===== src/rtl/adc_bus_pkg.sv =====
package adc_bus_pkg;
  localparam int MAG_W     = 15;
  localparam int BUS_W     = 8;
  localparam int NUM_BYTES = 3;
  localparam int PTR_W     = $clog2(NUM_BYTES);
  localparam int HI_W      = MAG_W - BUS_W;

  typedef struct packed {
    logic             ovr;
    logic             neg;
    logic [MAG_W-1:0] mag;
  } adc_result_t;
endpackage


===== src/rtl/adc_bus_decode.sv =====
module adc_bus_decode (
  input  logic clk,
  input  logic rst,
  input  logic cs_hi,
  input  logic ce_n,
  input  logic rd_n,
  input  logic wr_n,
  output logic rd_now,
  output logic rd_end,
  output logic wr_edge
);
  logic chip_sel;
  logic rd_q;
  logic wr_q;
  logic wr_now;

  assign chip_sel = cs_hi & ~ce_n;
  assign rd_now   = chip_sel & ~rd_n;
  assign wr_now   = chip_sel & ~wr_n;

  always_ff @(posedge clk) begin
    if (rst) begin
      rd_q <= 1'b0;
      wr_q <= 1'b0;
    end else begin
      rd_q <= rd_now;
      wr_q <= wr_now;
    end
  end

  assign rd_end  = rd_q & ~rd_now;
  assign wr_edge = wr_now & ~wr_q;


  rd_end_after_read_chk: assert property (@(posedge clk) disable iff (rst)
    rd_now |=> (rd_end == ~rd_now));
endmodule


===== src/rtl/adc_bus_hold.sv =====
module adc_bus_hold
  import adc_bus_pkg::*;
(
  input  logic        clk,
  input  logic        rst,
  input  logic        res_valid,
  input  adc_result_t res_in,
  input  logic        rd_now,
  output adc_result_t hold,
  output logic        load_now
);
  adc_result_t hold_q;
  adc_result_t pend_d;
  logic        pend_q;
  logic        avail;
  adc_result_t next_res;

  assign avail    = res_valid | pend_q;
  assign next_res = res_valid ? res_in : pend_d;
  assign load_now = avail & ~rd_now;

  always_ff @(posedge clk) begin
    if (rst) begin
      hold_q <= '0;
      pend_d <= '0;
      pend_q <= 1'b0;
    end else if (load_now) begin
      hold_q <= next_res;
      pend_q <= 1'b0;
    end else if (res_valid) begin
      pend_d <= res_in;
      pend_q <= 1'b1;
    end
  end

  assign hold = hold_q;


  hold_frozen_in_read_chk: assert property (@(posedge clk) disable iff (rst)
    rd_now |=> $stable(hold_q));


  pend_cleared_chk: assert property (@(posedge clk) disable iff (rst)
    !rd_now |=> !pend_q);
endmodule


===== src/rtl/adc_bus_ptr.sv =====
module adc_bus_ptr
  import adc_bus_pkg::*;
(
  input  logic             clk,
  input  logic             rst,
  input  logic             cont_mode,
  input  logic             rd_end,
  input  logic             load_now,
  output logic [PTR_W-1:0] ptr
);
  localparam logic [PTR_W-1:0] LAST = PTR_W'(NUM_BYTES - 1);

  logic [PTR_W-1:0] ptr_q;

  always_ff @(posedge clk) begin
    if (rst) begin
      ptr_q <= '0;
    end else if (load_now) begin
      ptr_q <= '0;
    end else if (cont_mode && rd_end) begin
      ptr_q <= (ptr_q == LAST) ? '0 : ptr_q + PTR_W'(1);
    end
  end

  assign ptr = ptr_q;


  ptr_range_chk: assert property (@(posedge clk) disable iff (rst)
    ptr_q <= LAST);


  ptr_restart_chk: assert property (@(posedge clk) disable iff (rst)
    load_now |=> (ptr_q == '0));
endmodule


===== src/rtl/adc_bus_start.sv =====
module adc_bus_start (
  input  logic clk,
  input  logic rst,
  input  logic wr_edge,
  input  logic cont_mode,
  input  logic conv_busy,
  output logic conv_start
);
  logic start_q;

  always_ff @(posedge clk) begin
    if (rst) start_q <= 1'b0;
    else     start_q <= wr_edge & ~cont_mode & ~conv_busy;
  end

  assign conv_start = start_q;


  no_start_busy_chk: assert property (@(posedge clk) disable iff (rst)
    conv_busy |=> !start_q);


  no_start_cont_chk: assert property (@(posedge clk) disable iff (rst)
    cont_mode |=> !start_q);


  single_pulse_chk: assert property (@(posedge clk) disable iff (rst)
    start_q |=> !start_q);
endmodule


===== src/rtl/adc_bus_if.sv =====
module adc_bus_if
  import adc_bus_pkg::*;
(
  input  logic             clk,
  input  logic             rst,
  input  logic             cs_hi,
  input  logic             ce_n,
  input  logic             rd_n,
  input  logic             wr_n,
  input  logic             cont_mode,
  input  logic             lo_sel,
  input  logic             flag_sel,
  input  logic             res_valid,
  input  logic [MAG_W-1:0] res_mag,
  input  logic             res_neg,
  input  logic             res_ovr,
  input  logic             conv_busy,
  output logic             conv_start,
  output logic [BUS_W-1:0] db_o,
  output logic             db_oe
);
  logic             rd_now;
  logic             rd_end;
  logic             wr_edge;
  logic             load_now;
  logic [PTR_W-1:0] ptr;
  logic [PTR_W-1:0] sel_idx;
  adc_result_t      res_in;
  adc_result_t      hold;
  logic [BUS_W-1:0] cand [NUM_BYTES];
  logic [BUS_W-1:0] db_d;
  logic [BUS_W-1:0] db_q;
  logic             oe_q;

  assign res_in = '{ovr: res_ovr, neg: res_neg, mag: res_mag};

  adc_bus_decode u_decode (
    .clk(clk), .rst(rst), .cs_hi(cs_hi), .ce_n(ce_n), .rd_n(rd_n), .wr_n(wr_n),
    .rd_now(rd_now), .rd_end(rd_end), .wr_edge(wr_edge)
  );

  adc_bus_hold u_hold (
    .clk(clk), .rst(rst), .res_valid(res_valid), .res_in(res_in),
    .rd_now(rd_now), .hold(hold), .load_now(load_now)
  );

  adc_bus_ptr u_ptr (
    .clk(clk), .rst(rst), .cont_mode(cont_mode), .rd_end(rd_end),
    .load_now(load_now), .ptr(ptr)
  );

  adc_bus_start u_start (
    .clk(clk), .rst(rst), .wr_edge(wr_edge), .cont_mode(cont_mode),
    .conv_busy(conv_busy), .conv_start(conv_start)
  );

  // Byte 0 is the low magnitude byte; later bytes carry the upper magnitude
  // bits under a flag (byte 1: sign, byte 2: overrange).
  assign cand[0] = hold.mag[BUS_W-1:0];
  for (genvar g = 1; g < NUM_BYTES; g++) begin : g_hi_byte
    logic flag_bit;
    assign flag_bit = (g == 1) ? hold.neg : hold.ovr;
    assign cand[g]  = {flag_bit, hold.mag[MAG_W-1 -: HI_W]};
  end

  always_comb begin
    if (cont_mode)   sel_idx = ptr;
    else if (lo_sel) sel_idx = '0;
    else             sel_idx = flag_sel ? PTR_W'(2) : PTR_W'(1);
  end

  always_comb begin
    db_d = '0;
    for (int i = 0; i < NUM_BYTES; i++) begin
      if (sel_idx == PTR_W'(i)) db_d = cand[i];
    end
  end

  always_ff @(posedge clk) begin
    if (rst) begin
      db_q <= '0;
      oe_q <= 1'b0;
    end else begin
      db_q <= rd_now ? db_d : '0;
      oe_q <= rd_now;
    end
  end

  assign db_o  = db_q;
  assign db_oe = oe_q;


  oe_on_chk: assert property (@(posedge clk) disable iff (rst)
    (cs_hi && !ce_n && !rd_n) |=> db_oe);


  oe_off_chk: assert property (@(posedge clk) disable iff (rst)
    (!cs_hi || ce_n || rd_n) |=> !db_oe);


  idle_bus_zero_chk: assert property (@(posedge clk) disable iff (rst)
    !db_oe |-> (db_o == '0));
endmodule


===== config.mk =====
export PLATFORM = sky130hd
export DESIGN_NAME = adc_bus_if
export DESIGN_NICKNAME = d
export VERILOG_FILES = /design/src/rtl/adc_bus_pkg.sv /design/src/rtl/adc_bus_decode.sv /design/src/rtl/adc_bus_hold.sv /design/src/rtl/adc_bus_ptr.sv /design/src/rtl/adc_bus_start.sv /design/src/rtl/adc_bus_if.sv
export SDC_FILE = /design/constraint.sdc
export NUM_CORES = 1
export LEC_CHECK = 0
export CORE_MARGIN = 2
export CORE_UTILIZATION = 45
export DETAILED_ROUTE_END_ITERATION = 8
export GPL_ROUTABILITY_DRIVEN = 0
export PLACE_DENSITY = 0.7
export SETUP_SLACK_MARGIN = 0.3
export SLEW_MARGIN = 15
export SYNTH_ARGS = -nofsm -noshare
export SYNTH_HDL_FRONTEND = slang
export SYNTH_SLANG_ARGS = --single-unit

===== constraint.sdc =====
create_clock -name clk -period 1.15 [get_ports clk]
set_input_delay 0.23 -clock clk [delete_from_list [all_inputs] [get_ports clk]]
set_output_delay 0.23 -clock clk [all_outputs]
set_load 0.01 [all_outputs]

==> results.yml <==
synth:
  leading_post_synthesis_cells_by_instance_count: "dfxtp_1, nand2_1, nor2_1"
  ys_dominant_reg_cell: "dfxtp_1"
  count_of_flip_flops_with_a_built_in_enable_after_synthesis: 0
  netlist-cell-type-count: 26
  netlist.area_leader.share_pct: 50.1
  yosys.cell_count.top_type: "dfxtp_1"
  syn-num-nets: 236
  synth_top_cell_by_area: "dfxtp_1"
  synth_async_sr_flop_share_pct: 0
  synth.yosys.seq_area_share_pct: 50.1
  syn-instance-count: 208
  number_of_synthesized_register_bits: 48
  synth_warnings: 0
  post_synth_main_area_contributors: "dfxtp_1, mux2i_1, nand2_1"
  synthesis.area_per_instance_um2: 9.22
  post_synth_instance_area_um2: 1920
setup_path:
  reg2reg_depth: 6
  worstReg2RegEnd: "u_hold.hold[12]$_SDFFE_PP0P_"
  critical_path_peak_fanout: 5
  reg2reg_from: "u_hold.pend_q$_SDFFE_PP0P_"
  worstPathCellList: "nor2_4 -> nor2_4 -> buf_4 -> buf_16 -> nor2_4 -> a211oi_2"
  cpMaxStageDelayCell: "dfxtp_2"
  timing.setup.critical_path_class: "reg -> reg"
  worstPathArrival_ns: 1.35
  worstPathBufferInverterCount: 2
  slowest_delay_ns: 0.35
  critPathTopFamily: "flip-flops"
  critPathRequiredTime_ns: 1.37
  critical-path-top-cell-by-count: "nor2_4"
  worst_setup_path_start_kind: "flip-flop"
  worst_setup_path_end_kind: "flip-flop"
  ff2ff_setup_slack_ns: 0.02
timing:
  final-hold-violation-count: 0
  period_minus_slack_ns: 1.13
  skew_ns: 0.00930
  report.final.setup_viol: 0
  finalCritPeriodShare_pct: 98.1
  worstMarginPinSlew_ns: 0.377
  finalMaxSlewViolations: 0
  totalNegativeSetupSlack_ns: 0
  grt_setup_unrepaired: "yes"
  timing.max_slew.rel_slack_pct: 74.7
  timing.fmax_mhz: 886
cts:
  clock-sinks: 48
  cts.reportedPaths.clkPinSlew_ns: 0.09
  root_buffer_cell: "clkbuf_8"
  h-tree-depth: 2
  hold_buffers: 0
  tritoncts: "built"
  ctsLongestPathBuffers: 2
  cts_made_buffers: 5
  worstSkewPairLatency_ns: 0.31
drt:
  detailedRoute.firstIterationViolations: 61
  post_drt_wl_per_cell_um: 15.7
  detailedRoute.firstPassIterationCount: 4
  overall_routed_net_length_um: 5130
  vias_per_cell: 5.32
  vias: 1739
  drtAntennaViolNets: 0
  drc: 0
floorplan:
  floorplan.rows: 23
  die-area_um2: 4800
  die_height_um: 69.3
  boundaryPins: 38
  design.core.area_um2: 4060
  initial_core_util_pct: 47.3
  die_width_um: 69.3
power_and_ir_drop:
  leakage_nw: 1.22
  peakVddDrop_v: 0.000978
  post-layout-total-power_mw: 3.77
  power.density_cell_area_nw_per_um2: 1190
place:
  placement.cell_area_um2: 2590
  detailedPlacementHpwl_um: 2850
  buffer_ports.inserted: 37
grt:
  grt_pass1_vias: 1712
  grt_first_pass_wirelength_um: 8410
  grt_antenna_before_repair: 0
  grt_max_degree: 37
  grt_usage_pct: 22.1
  globalRouteOverflowTotal: 0
worst_hold_path:
  holdPathEnd: "u_decode.wr_q$_SDFF_PP0_"
  worstHoldPathCells: 2
  hold_start: "cs_hi"
  worst_hold_path_type: "in -> reg"
layout:
  post_route_cells_drive_above_1_share_pct: 53.4
  antenna-diode-count: 0
  final_design_area_no_fill_um2: 3170
  design.final.nets: 304
  fill_cells: 255
  area_growth_syn_to_layout_pct: 65.4
status:
  outcome: "completed"
flow_run:
  cap_viol_max_count: 0
## final cells by class
type,instances,area (µm²),area share (%)
well taps,50,62.6,1.97
inverters,1,3.75,0.118
multi-input cells,145,1210,38.2
flip-flops and latches,48,978,30.8
clock inverters,1,30.0,0.947
clock buffers,7,96.3,3.04
repair buffers,75,788,24.9
## cells by family (layout without fill, tap and decap cells)
| logic type | count (synthesis) | in the layout | synth area share, % |
|---|---|---|---|
| AOI/OAI and AO/OA | 45 | 45 | 15.5 |
| xor gates and xnor gates | 1 | 1 | 0.457 |
| buffers and inverters | 15 | 84 | 4.50 |
| DFF | 48 | 48 | 50.1 |
| muxes | 21 | 21 | 11.0 |
| and+or+nand+nor | 78 | 78 | 18.4 |
## state kept, by name (all words and copies together) (netlist names)
register,count
u_decode.wr_q,1
u_hold.hold,17
db_o,8
u_hold.pend_d,17
u_hold.pend_q,1
u_decode.rd_q,1
u_start.conv_start,1
u_ptr.ptr,2
## cells in the final DEF, fill, tap and decap left out, drive strengths merged, types with 2 or more instances in the layout
| cell | count |
|---|---|
| buf | 53 |
| dfxtp | 48 |
| nand2 | 39 |
| nor2 | 29 |
| mux2i | 20 |
| clkdlybuf4s50 | 18 |
| a211oi | 18 |
| a21oi | 17 |
| clkbuf | 10 |
| a22oi | 7 |
| and2 | 2 |
| o31ai | 2 |
| nor4b | 2 |
## how the worst max path moves through the flow
stage	to	cells past startpoint	start	slack, ns
after detailed placement	u_hold.pend_d[8]$_SDFFE_PP0N_	6	ce_n	-0.53
after floorplan	db_o[7]$_SDFF_PP0_	3	ce_n	-0.03
after CTS	db_o[6]$_SDFF_PP0_	4	u_ptr.ptr[1]$_SDFFE_PP0P_	0.05
final	u_hold.hold[12]$_SDFFE_PP0P_	6	u_hold.pend_q$_SDFFE_PP0P_	0.02
after global routing	u_hold.hold[7]$_SDFFE_PP0P_	6	u_hold.pend_q$_SDFFE_PP0P_	-0.03
after global placement	db_o[5]$_SDFF_PP0_	4	ce_n	-0.51
## per-layer routing
layer / share of wire, % / up-vias / global-route usage, %
li1: - / 857 / -
met1: 46 / 817 / 29.0
met2: 47 / 54 / 34.9
met3: 4.3 / 11 / 4.94
met4: 2.3 / 0 / 9.59
met5: 0 / - / 0
## power breakdown
group          internal (mW)  total (mW)  switching [mW]  leakage, nW
clock                  0.767        1.32           0.554       0.0645
sequential              1.72        1.78          0.0597        0.397
combinational          0.372       0.670           0.298        0.756
## metrics by stage
step | hold slack (ns) | setup slack, ns | util, % | std cells
3_3_place_gp | 0.403 | -0.512 | 63.9 | 300
4_1_cts | 0.188 | 0.0527 | 75.3 | 325
5_1_grt | 0.177 | -0.0333 | 78.2 | 327
3_5_place_dp | 0.407 | -0.530 | 63.9 | 300
6_report | 0.176 | 0.0215 | 78.2 | 327
2_1_floorplan | 0.303 | -0.0297 | - | 208
## timing repair
item                       CTS  global route
gates cloned                 4             0
resized for setup          123            44
setup endpoints to repair   58            55
pin swaps                   24            19
buffers inserted            13             2
Power figures use the tool's default switching activity.
